===== src/rtl/dma_disp_pkg.sv =====
package dma_disp_pkg;
  localparam int CTRL_W      = 6;
  localparam int BIT_STOP    = 0;
  localparam int BIT_SRST    = 1;
  localparam int BIT_ERRPOL  = 2;
  localparam int BIT_OVRPOL  = 3;
  localparam int BIT_IRQEN   = 4;
  localparam int BIT_HOLD    = 5;
  localparam int ST_IRQ      = 0;
  localparam int ST_STOPPED  = 1;
  localparam int ST_RESETTING = 2;

  typedef struct packed {
    logic ldCtrl;
    logic clrAll;
    logic hwStop;
    logic irqSet;
    logic irqClr;
    logic inReset;
  } dpStrobe_t;

  typedef enum logic {SEQ_RUN, SEQ_RST} rstSeq_t;
endpackage


===== src/rtl/dma_disp_ctl.sv =====
module dma_disp_ctl
  import dma_disp_pkg::*;
#(
  parameter int ADDR_W      = 4,
  parameter int CTRL_OFS    = 4,
  parameter int STAT_OFS    = 0,
  parameter int RST_MIN_CYC = 4
) (
  input  logic              clk,
  input  logic              rstN,
  input  logic [ADDR_W-1:0] regAddr,
  input  logic              regWrEn,
  input  logic              wrIrqClrBit,
  input  logic [CTRL_W-1:0] ctrlBits,
  input  logic              irqEvt,
  input  logic              wrErrEvt,
  input  logic              wrEarlyTermEvt,
  input  logic              rdRstDone,
  input  logic              wrRstDone,
  output dpStrobe_t         strobe,
  output logic              resetting
);
  localparam int CNT_W = $clog2(RST_MIN_CYC + 1);
  localparam logic [CNT_W-1:0] CNT_LAST = CNT_W'(RST_MIN_CYC - 1);

  rstSeq_t        seqQ;
  logic [CNT_W-1:0] cntQ;
  logic           rdSeenQ;
  logic           wrSeenQ;
  logic           hitCtrl;
  logic           hitStat;
  logic           startRst;
  logic           bothDone;
  logic           minMet;

  assign resetting = (seqQ == SEQ_RST);
  assign hitCtrl   = regWrEn && (regAddr == ADDR_W'(CTRL_OFS)) && !resetting;
  assign hitStat   = regWrEn && (regAddr == ADDR_W'(STAT_OFS)) && !resetting;
  assign startRst  = ctrlBits[BIT_SRST] && !resetting;
  assign bothDone  = (rdSeenQ || rdRstDone) && (wrSeenQ || wrRstDone);
  assign minMet    = (cntQ >= CNT_LAST);

  always_comb begin
    strobe         = '0;
    strobe.inReset = resetting;
    strobe.clrAll  = startRst;
    strobe.ldCtrl  = hitCtrl;
    strobe.hwStop  = !resetting &&
                     ((wrErrEvt && ctrlBits[BIT_ERRPOL]) ||
                      (wrEarlyTermEvt && ctrlBits[BIT_OVRPOL]));
    strobe.irqSet  = !resetting && irqEvt && ctrlBits[BIT_IRQEN];
    strobe.irqClr  = hitStat && wrIrqClrBit;
  end

  always_ff @(posedge clk or negedge rstN) begin
    if (!rstN) begin
      seqQ    <= SEQ_RUN;
      cntQ    <= '0;
      rdSeenQ <= 1'b0;
      wrSeenQ <= 1'b0;
    end else begin
      case (seqQ)
        SEQ_RUN: begin
          if (startRst) begin
            seqQ    <= SEQ_RST;
            cntQ    <= '0;
            rdSeenQ <= 1'b0;
            wrSeenQ <= 1'b0;
          end
        end
        SEQ_RST: begin
          if (bothDone && minMet) begin
            seqQ <= SEQ_RUN;
          end else begin
            if (!minMet) cntQ <= cntQ + 1'b1;
            if (rdRstDone) rdSeenQ <= 1'b1;
            if (wrRstDone) wrSeenQ <= 1'b1;
          end
        end
        default: seqQ <= SEQ_RUN;
      endcase
    end
  end
endmodule


===== src/rtl/dma_disp_dp.sv =====
module dma_disp_dp
  import dma_disp_pkg::*;
#(
  parameter int ADDR_W   = 4,
  parameter int DATA_W   = 32,
  parameter int CTRL_OFS = 4,
  parameter int STAT_OFS = 0
) (
  input  logic              clk,
  input  logic              rstN,
  input  dpStrobe_t         strobe,
  input  logic [CTRL_W-1:0] wrCtrlData,
  input  logic [ADDR_W-1:0] regAddr,
  input  logic              rdIdle,
  input  logic              wrIdle,
  output logic [CTRL_W-1:0] ctrlBits,
  output logic [DATA_W-1:0] regRdData,
  output logic              irqOut,
  output logic              stoppedFlag,
  output logic              descIssueEn,
  output logic              cmdIssueEn
);
  localparam int ST_W = 3;

  logic [CTRL_W-1:0] ctrlQ;
  logic              irqQ;
  logic              stoppedQ;
  logic              haltReq;
  logic [ST_W-1:0]   statWord;

  assign ctrlBits = ctrlQ;
  assign haltReq  = ctrlQ[BIT_STOP] || ctrlQ[BIT_HOLD];

  always_ff @(posedge clk or negedge rstN) begin
    if (!rstN) begin
      ctrlQ <= '0;
    end else if (strobe.clrAll) begin
      ctrlQ <= '0;
    end else begin
      if (strobe.ldCtrl) ctrlQ <= wrCtrlData;
      if (strobe.hwStop) ctrlQ[BIT_STOP] <= 1'b1;
    end
  end

  always_ff @(posedge clk or negedge rstN) begin
    if (!rstN) begin
      irqQ <= 1'b0;
    end else if (strobe.clrAll || strobe.inReset) begin
      irqQ <= 1'b0;
    end else if (strobe.irqSet) begin
      irqQ <= 1'b1;
    end else if (strobe.irqClr) begin
      irqQ <= 1'b0;
    end
  end

  always_ff @(posedge clk or negedge rstN) begin
    if (!rstN) begin
      stoppedQ <= 1'b0;
    end else begin
      stoppedQ <= haltReq && rdIdle && wrIdle && !strobe.inReset && !strobe.clrAll;
    end
  end

  assign irqOut      = irqQ;
  assign stoppedFlag = stoppedQ;
  assign cmdIssueEn  = !strobe.inReset && !ctrlQ[BIT_STOP];
  assign descIssueEn = cmdIssueEn && !ctrlQ[BIT_HOLD];

  always_comb begin
    statWord               = '0;
    statWord[ST_IRQ]       = irqQ;
    statWord[ST_STOPPED]   = stoppedQ;
    statWord[ST_RESETTING] = strobe.inReset;
  end

  always_comb begin
    regRdData = '0;
    if (regAddr == ADDR_W'(CTRL_OFS)) begin
      regRdData[CTRL_W-1:0] = ctrlQ;
    end else if (regAddr == ADDR_W'(STAT_OFS)) begin
      regRdData[ST_W-1:0] = statWord;
    end
  end
endmodule


===== src/rtl/dma_disp_ctrl.sv =====
module dma_disp_ctrl
  import dma_disp_pkg::*;
#(
  parameter int ADDR_W      = 4,
  parameter int DATA_W      = 32,
  parameter int CTRL_OFS    = 4,
  parameter int STAT_OFS    = 0,
  parameter int RST_MIN_CYC = 4
) (
  input  logic              clk,
  input  logic              rstN,
  input  logic [ADDR_W-1:0] regAddr,
  input  logic              regWrEn,
  input  logic [DATA_W-1:0] regWrData,
  output logic [DATA_W-1:0] regRdData,
  input  logic              irqEvt,
  input  logic              wrErrEvt,
  input  logic              wrEarlyTermEvt,
  input  logic              rdIdle,
  input  logic              wrIdle,
  input  logic              rdRstDone,
  input  logic              wrRstDone,
  output logic              descIssueEn,
  output logic              cmdIssueEn,
  output logic              hostRstReq,
  output logic              stoppedFlag,
  output logic              resettingFlag,
  output logic              irqOut
);
  dpStrobe_t         strobe;
  logic [CTRL_W-1:0] ctrlBits;
  logic              resetting;
  logic              unusedWrBits;

  assign unusedWrBits = ^regWrData[DATA_W-1:CTRL_W];

  dma_disp_ctl #(
    .ADDR_W(ADDR_W), .CTRL_OFS(CTRL_OFS), .STAT_OFS(STAT_OFS),
    .RST_MIN_CYC(RST_MIN_CYC)
  ) u_ctl (
    .clk(clk), .rstN(rstN), .regAddr(regAddr), .regWrEn(regWrEn),
    .wrIrqClrBit(regWrData[ST_IRQ]), .ctrlBits(ctrlBits),
    .irqEvt(irqEvt), .wrErrEvt(wrErrEvt), .wrEarlyTermEvt(wrEarlyTermEvt),
    .rdRstDone(rdRstDone), .wrRstDone(wrRstDone),
    .strobe(strobe), .resetting(resetting)
  );

  dma_disp_dp #(
    .ADDR_W(ADDR_W), .DATA_W(DATA_W), .CTRL_OFS(CTRL_OFS), .STAT_OFS(STAT_OFS)
  ) u_dp (
    .clk(clk), .rstN(rstN), .strobe(strobe),
    .wrCtrlData(regWrData[CTRL_W-1:0]), .regAddr(regAddr),
    .rdIdle(rdIdle), .wrIdle(wrIdle), .ctrlBits(ctrlBits),
    .regRdData(regRdData), .irqOut(irqOut), .stoppedFlag(stoppedFlag),
    .descIssueEn(descIssueEn), .cmdIssueEn(cmdIssueEn)
  );

  assign resettingFlag = resetting;
  assign hostRstReq    = resetting;
endmodule


===== config.mk =====
export PLATFORM = sky130hd
export DESIGN_NAME = dma_disp_ctrl
export DESIGN_NICKNAME = d
export VERILOG_FILES = /design/src/rtl/dma_disp_pkg.sv /design/src/rtl/dma_disp_ctl.sv /design/src/rtl/dma_disp_dp.sv /design/src/rtl/dma_disp_ctrl.sv
export SDC_FILE = /design/constraint.sdc
export NUM_CORES = 1
export LEC_CHECK = 0
export CORE_MARGIN = 2
export CORE_UTILIZATION = 32
export DETAILED_ROUTE_END_ITERATION = 8
export HOLD_SLACK_MARGIN = 0.08
export PLACE_DENSITY = 0.84
export SYNTH_ARGS = -nofsm -noshare
export SYNTH_HDL_FRONTEND = slang
export SYNTH_HIERARCHICAL = 1
export SYNTH_SLANG_ARGS = --single-unit

===== constraint.sdc =====
create_clock -name clk -period 2.35 [get_ports clk]
set_input_delay 0.705 -clock clk [delete_from_list [all_inputs] [get_ports clk]]
set_output_delay 0.705 -clock clk [all_outputs]
set_load 0.005 [all_outputs]

==> impl_metrics.tcl <==
set metrics [dict create \
    status "finished, final reports clean" \
    cp-end-kind "output pin" \
    cts.reportedPaths.clkPinSlew_ns 0.08 \
    antenna_cells 0 \
    rr_startpoint "u_ctl/resetting" \
    clockBufferDepth 2 \
    cp.required_ns 1.64 \
    p_comb_share_pct 44.2 \
    synth_xor_area_share_pct 0 \
    switching_share_pct 36.28 \
    final_nets 197 \
    worstMarginPinSlew_ns 0.6389 \
    antenna_found_initial 0 \
    start_util_pct 33.51 \
    dr.pass1.iters 4 \
    crit_chain "buf_2, or3_4, buf_6, nor2_4, buf_2" \
    internal_power_uw 624.4 \
    place.gp.congestion 0.7340 \
    r2r-end "u_dp/ctrlBits[4]" \
    synth-seq-cells 14 \
    synth_cells 111 \
    synthFlopType "dfrtp_1" \
    skew_ns 0.002780 \
    root_buffer "clkbuf_4" \
    worstPathMaxFanout 3 \
    max_slew_margin_pct 57.27 \
    grt_pass1_wl_mm 3.318 \
    ant_nets 0 \
    path_class "in2out" \
    critPathLaunchType "input port" \
    clock_sinks 14 \
    leakage_nw 0.6612 \
    finalHoldViolations 0 \
    hpwl_mm 1.642 \
    cp_slowest_cell "or3_4" \
    min_path_type "reg2reg" \
    seq_area_frac_synth_pct 34.53 \
    post_drt_wl_per_cell_um 11.55 \
    grt_overflow 0 \
    numCtsBuffers 3 \
    coreArea_um2 3028 \
    critPathCapture "regRdData[1]" \
    critical-path-top-delay-family "simple AND/OR/NAND/NOR gates" \
    ir_worst_vdd_mv 0.2835 \
    drc 0 \
    p_clk_share_pct 13.5 \
    synthSimpleGateAreaFrac_pct 18.00 \
    finalSetupViolations 0 \
    fin_crit_sh_pct 97.90 \
    area_growth_pct 30.46 \
    synthArstFlopShare_pct 100.0 \
    num_vias 784 \
    dieHeight_um 60.31 \
    dp_slack_ns -0.5839 \
    io-pin-count 84 \
    clock.fmax_ghz 0.4347 \
    critical_path.most_common_cell "buf_2" \
    synth_fa_ha_area_share_pct 2.466 \
    crit_start "regAddr[3]" \
    grt_use_total_pct 12.44 \
    grt_max_degree 15 \
    grt_pass1_vias 761 \
    drive_gt1_share_pct 17.69 \
    utilization_pct 43.72 \
    max_cap_viol_count 0 \
    muxShareOfSynthArea_pct 9.864 \
    pwr_density_cell_nw_per_um2 740.2 \
    synth_top_family_by_area "buffers and inverters" \
    path_buf_inv 3 \
    die_area_um2 3637 \
    r2r_slack_ns 0.55 \
    reg2regPathDepth 5 \
    synth_edf_count 0 \
    p_sw_uw 355.4 \
    viasPerCell 4.105 \
    htreeDepth 1 \
    setup_slack_ns 0.04932 \
    placementRows 20 \
    drt-total-wl_mm 2.206 \
    crit_arrival_ns 1.60 \
    die_x_um 60.31 \
    drt-initial-drc-count 16 \
    crit_cells 5 \
    hold_buffers 0 \
    slew_viol_final 0 \
    synthDistinctLibCells 28 \
    port_buffers 31 \
    pwr-share-seq_pct 42.3 \
    syn_avg_cell_area_um2 9.142 \
    cp_slowest_stage_delay_ns 0.42 \
    synth_area_um2 1015 \
    clk-insertion-delay-late_ns 0.27 \
    ys_warn_count 6 \
    cts_tree "yes" \
    setup_tns_ns 0 \
    period_needed_ns 2.301 \
    synth_compound_area_share_pct 8.878 \
    grt_setup_unrepaired "false" \
]
-- cell usage in the layout (no fill, tap or decap) --
| cell type | n |
|---|---|
| a211oi_1 | 1 |
| a21o_1 | 2 |
| a21oi_1 | 1 |
| a221o_1 | 2 |
| a22oi_1 | 1 |
| and2_1 | 1 |
| and3_1 | 3 |
| buf_2 | 6 |
| buf_4 | 7 |
| buf_6 | 3 |
| clkbuf_4 | 3 |
| clkdlybuf4s50_1 | 21 |
| conb_1 | 26 |
| dfrtp_1 | 14 |
| dlygate4sd2_1 | 4 |
| ha_1 | 2 |
| inv_1 | 4 |
| mux2i_1 | 10 |
| nand2_1 | 4 |
| nand2b_1 | 2 |
| nand3_1 | 2 |
| nor2_1 | 12 |
| nor2_2 | 2 |
| nor2_4 | 1 |
| nor2b_1 | 3 |
| nor3_1 | 1 |
| nor3_4 | 1 |
| nor3b_2 | 1 |
| o2111a_1 | 1 |
| o21a_1 | 1 |
| o21ai_0 | 2 |
| o22ai_1 | 1 |
| or3_4 | 1 |
| or4_4 | 1 |
-- per-layer routing --
layer / share of wire, % / vias to the layer above / GRT usage (%)
li1: - / 392 / -
met1: 44 / 360 / 15.16
met5: 0 / - / 0
met3: 4.7 / 2 / 1.299
met2: 51 / 30 / 21.89
met4: 0.86 / 0 / 5.714
-- metrics by stage --
| step | hold slack (ns) | area, um^2 | cells | total power [mW] |
|---|---|---|---|---|
| finish | 0.5374 | 1324 | 191 | 0.9798 |
| CTS | 0.5410 | 1324 | 191 | 0.9830 |
| global placement | 0.4992 | 1271 | 184 | 0.8211 |
| floorplan | 0.4094 | 1109 | 136 | 0.6913 |
| global route | 0.5612 | 1324 | 191 | 1.067 |
| detailed placement | 0.5296 | 1271 | 184 | 0.8444 |
-- worst min path at each step --
stage                              from            end  slack [ns]  cells past startpoint
final                     u_ctl/cntQ[0]  u_ctl/cntQ[0]        0.54                      1
after detailed placement  u_ctl/cntQ[0]  u_ctl/cntQ[0]        0.53                      1
after global routing      u_ctl/cntQ[0]  u_ctl/cntQ[0]        0.56                      1
after CTS                 u_ctl/cntQ[0]  u_ctl/cntQ[0]        0.54                      1
after floorplan                    rstN  u_ctl/cntQ[0]        0.41                      0
after global placement    u_ctl/cntQ[0]  u_ctl/cntQ[0]        0.50                      1
-- cell type report --
class / count / area (um^2)
Fill cell: 313 / 1704
Clock buffer: 3 / 22.52
Sequential cell: 14 / 350.3
Inverter: 4 / 15.01
Tap cell: 44 / 55.05
Multi-Input combinational cell: 85 / 519.2
Timing Repair Buffer: 41 / 361.6
-- kinds of logic (layout without fill, tap and decap cells) --
| logic type | Yosys count | in the layout |
|---|---|---|
| AND/OR/NAND/NOR | 35 | 35 |
| other | 1 | 26 |
| adder cells (fa/ha/maj) | 2 | 2 |
| flip-flops | 14 | 14 |
| AO/OA/AOI/OAI | 12 | 12 |
| buffers and inverters | 37 | 48 |
| multiplexers | 10 | 10 |
-- power groups by stage --
| stage | registers, mW | logic, mW | clock network [mW] |
|---|---|---|---|
| floorplan | 0.384 | 0.307 | 0 |
| global placement | 0.414 | 0.408 | 0 |
| detailed placement | 0.421 | 0.423 | 0 |
| CTS | 0.416 | 0.431 | 0.136 |
| global route | 0.431 | 0.489 | 0.148 |
| finish | 0.414 | 0.433 | 0.133 |
-- cell usage after synthesis, types with 2 or more instances --
master,instances,area share [%]
nor3_1,2,0.99
o21ai_0,2,0.99
and3_1,3,1.8
nand3_1,2,0.99
a21o_1,2,1.5
buf_4,31,23
nor2b_1,3,1.8
a221o_1,2,2.0
inv_1,4,1.5
ha_1,2,2.5
mux2i_1,10,9.9
dfrtp_1,14,35
nor2_1,15,5.5
nand2b_1,2,1.2
nand2_1,4,1.5
-- what timing repair did --
item / in CTS / in global routing
buffers inserted: 4 / 0
endpoints found under the setup margin: 6 / 0
resized for setup: 37 / 0
-- sequential cells by signal, indices dropped and copies added, names as in the netlist --
register and flops:
u_dp/irqOut 1, u_ctl/wrSeenQ 1, u_dp/stoppedFlag 1, u_dp/ctrlBits 6, u_ctl/cntQ 3, u_ctl/resetting 1, u_ctl/rdSeenQ 1
Note: power is estimated with default switching activity, not from simulation.
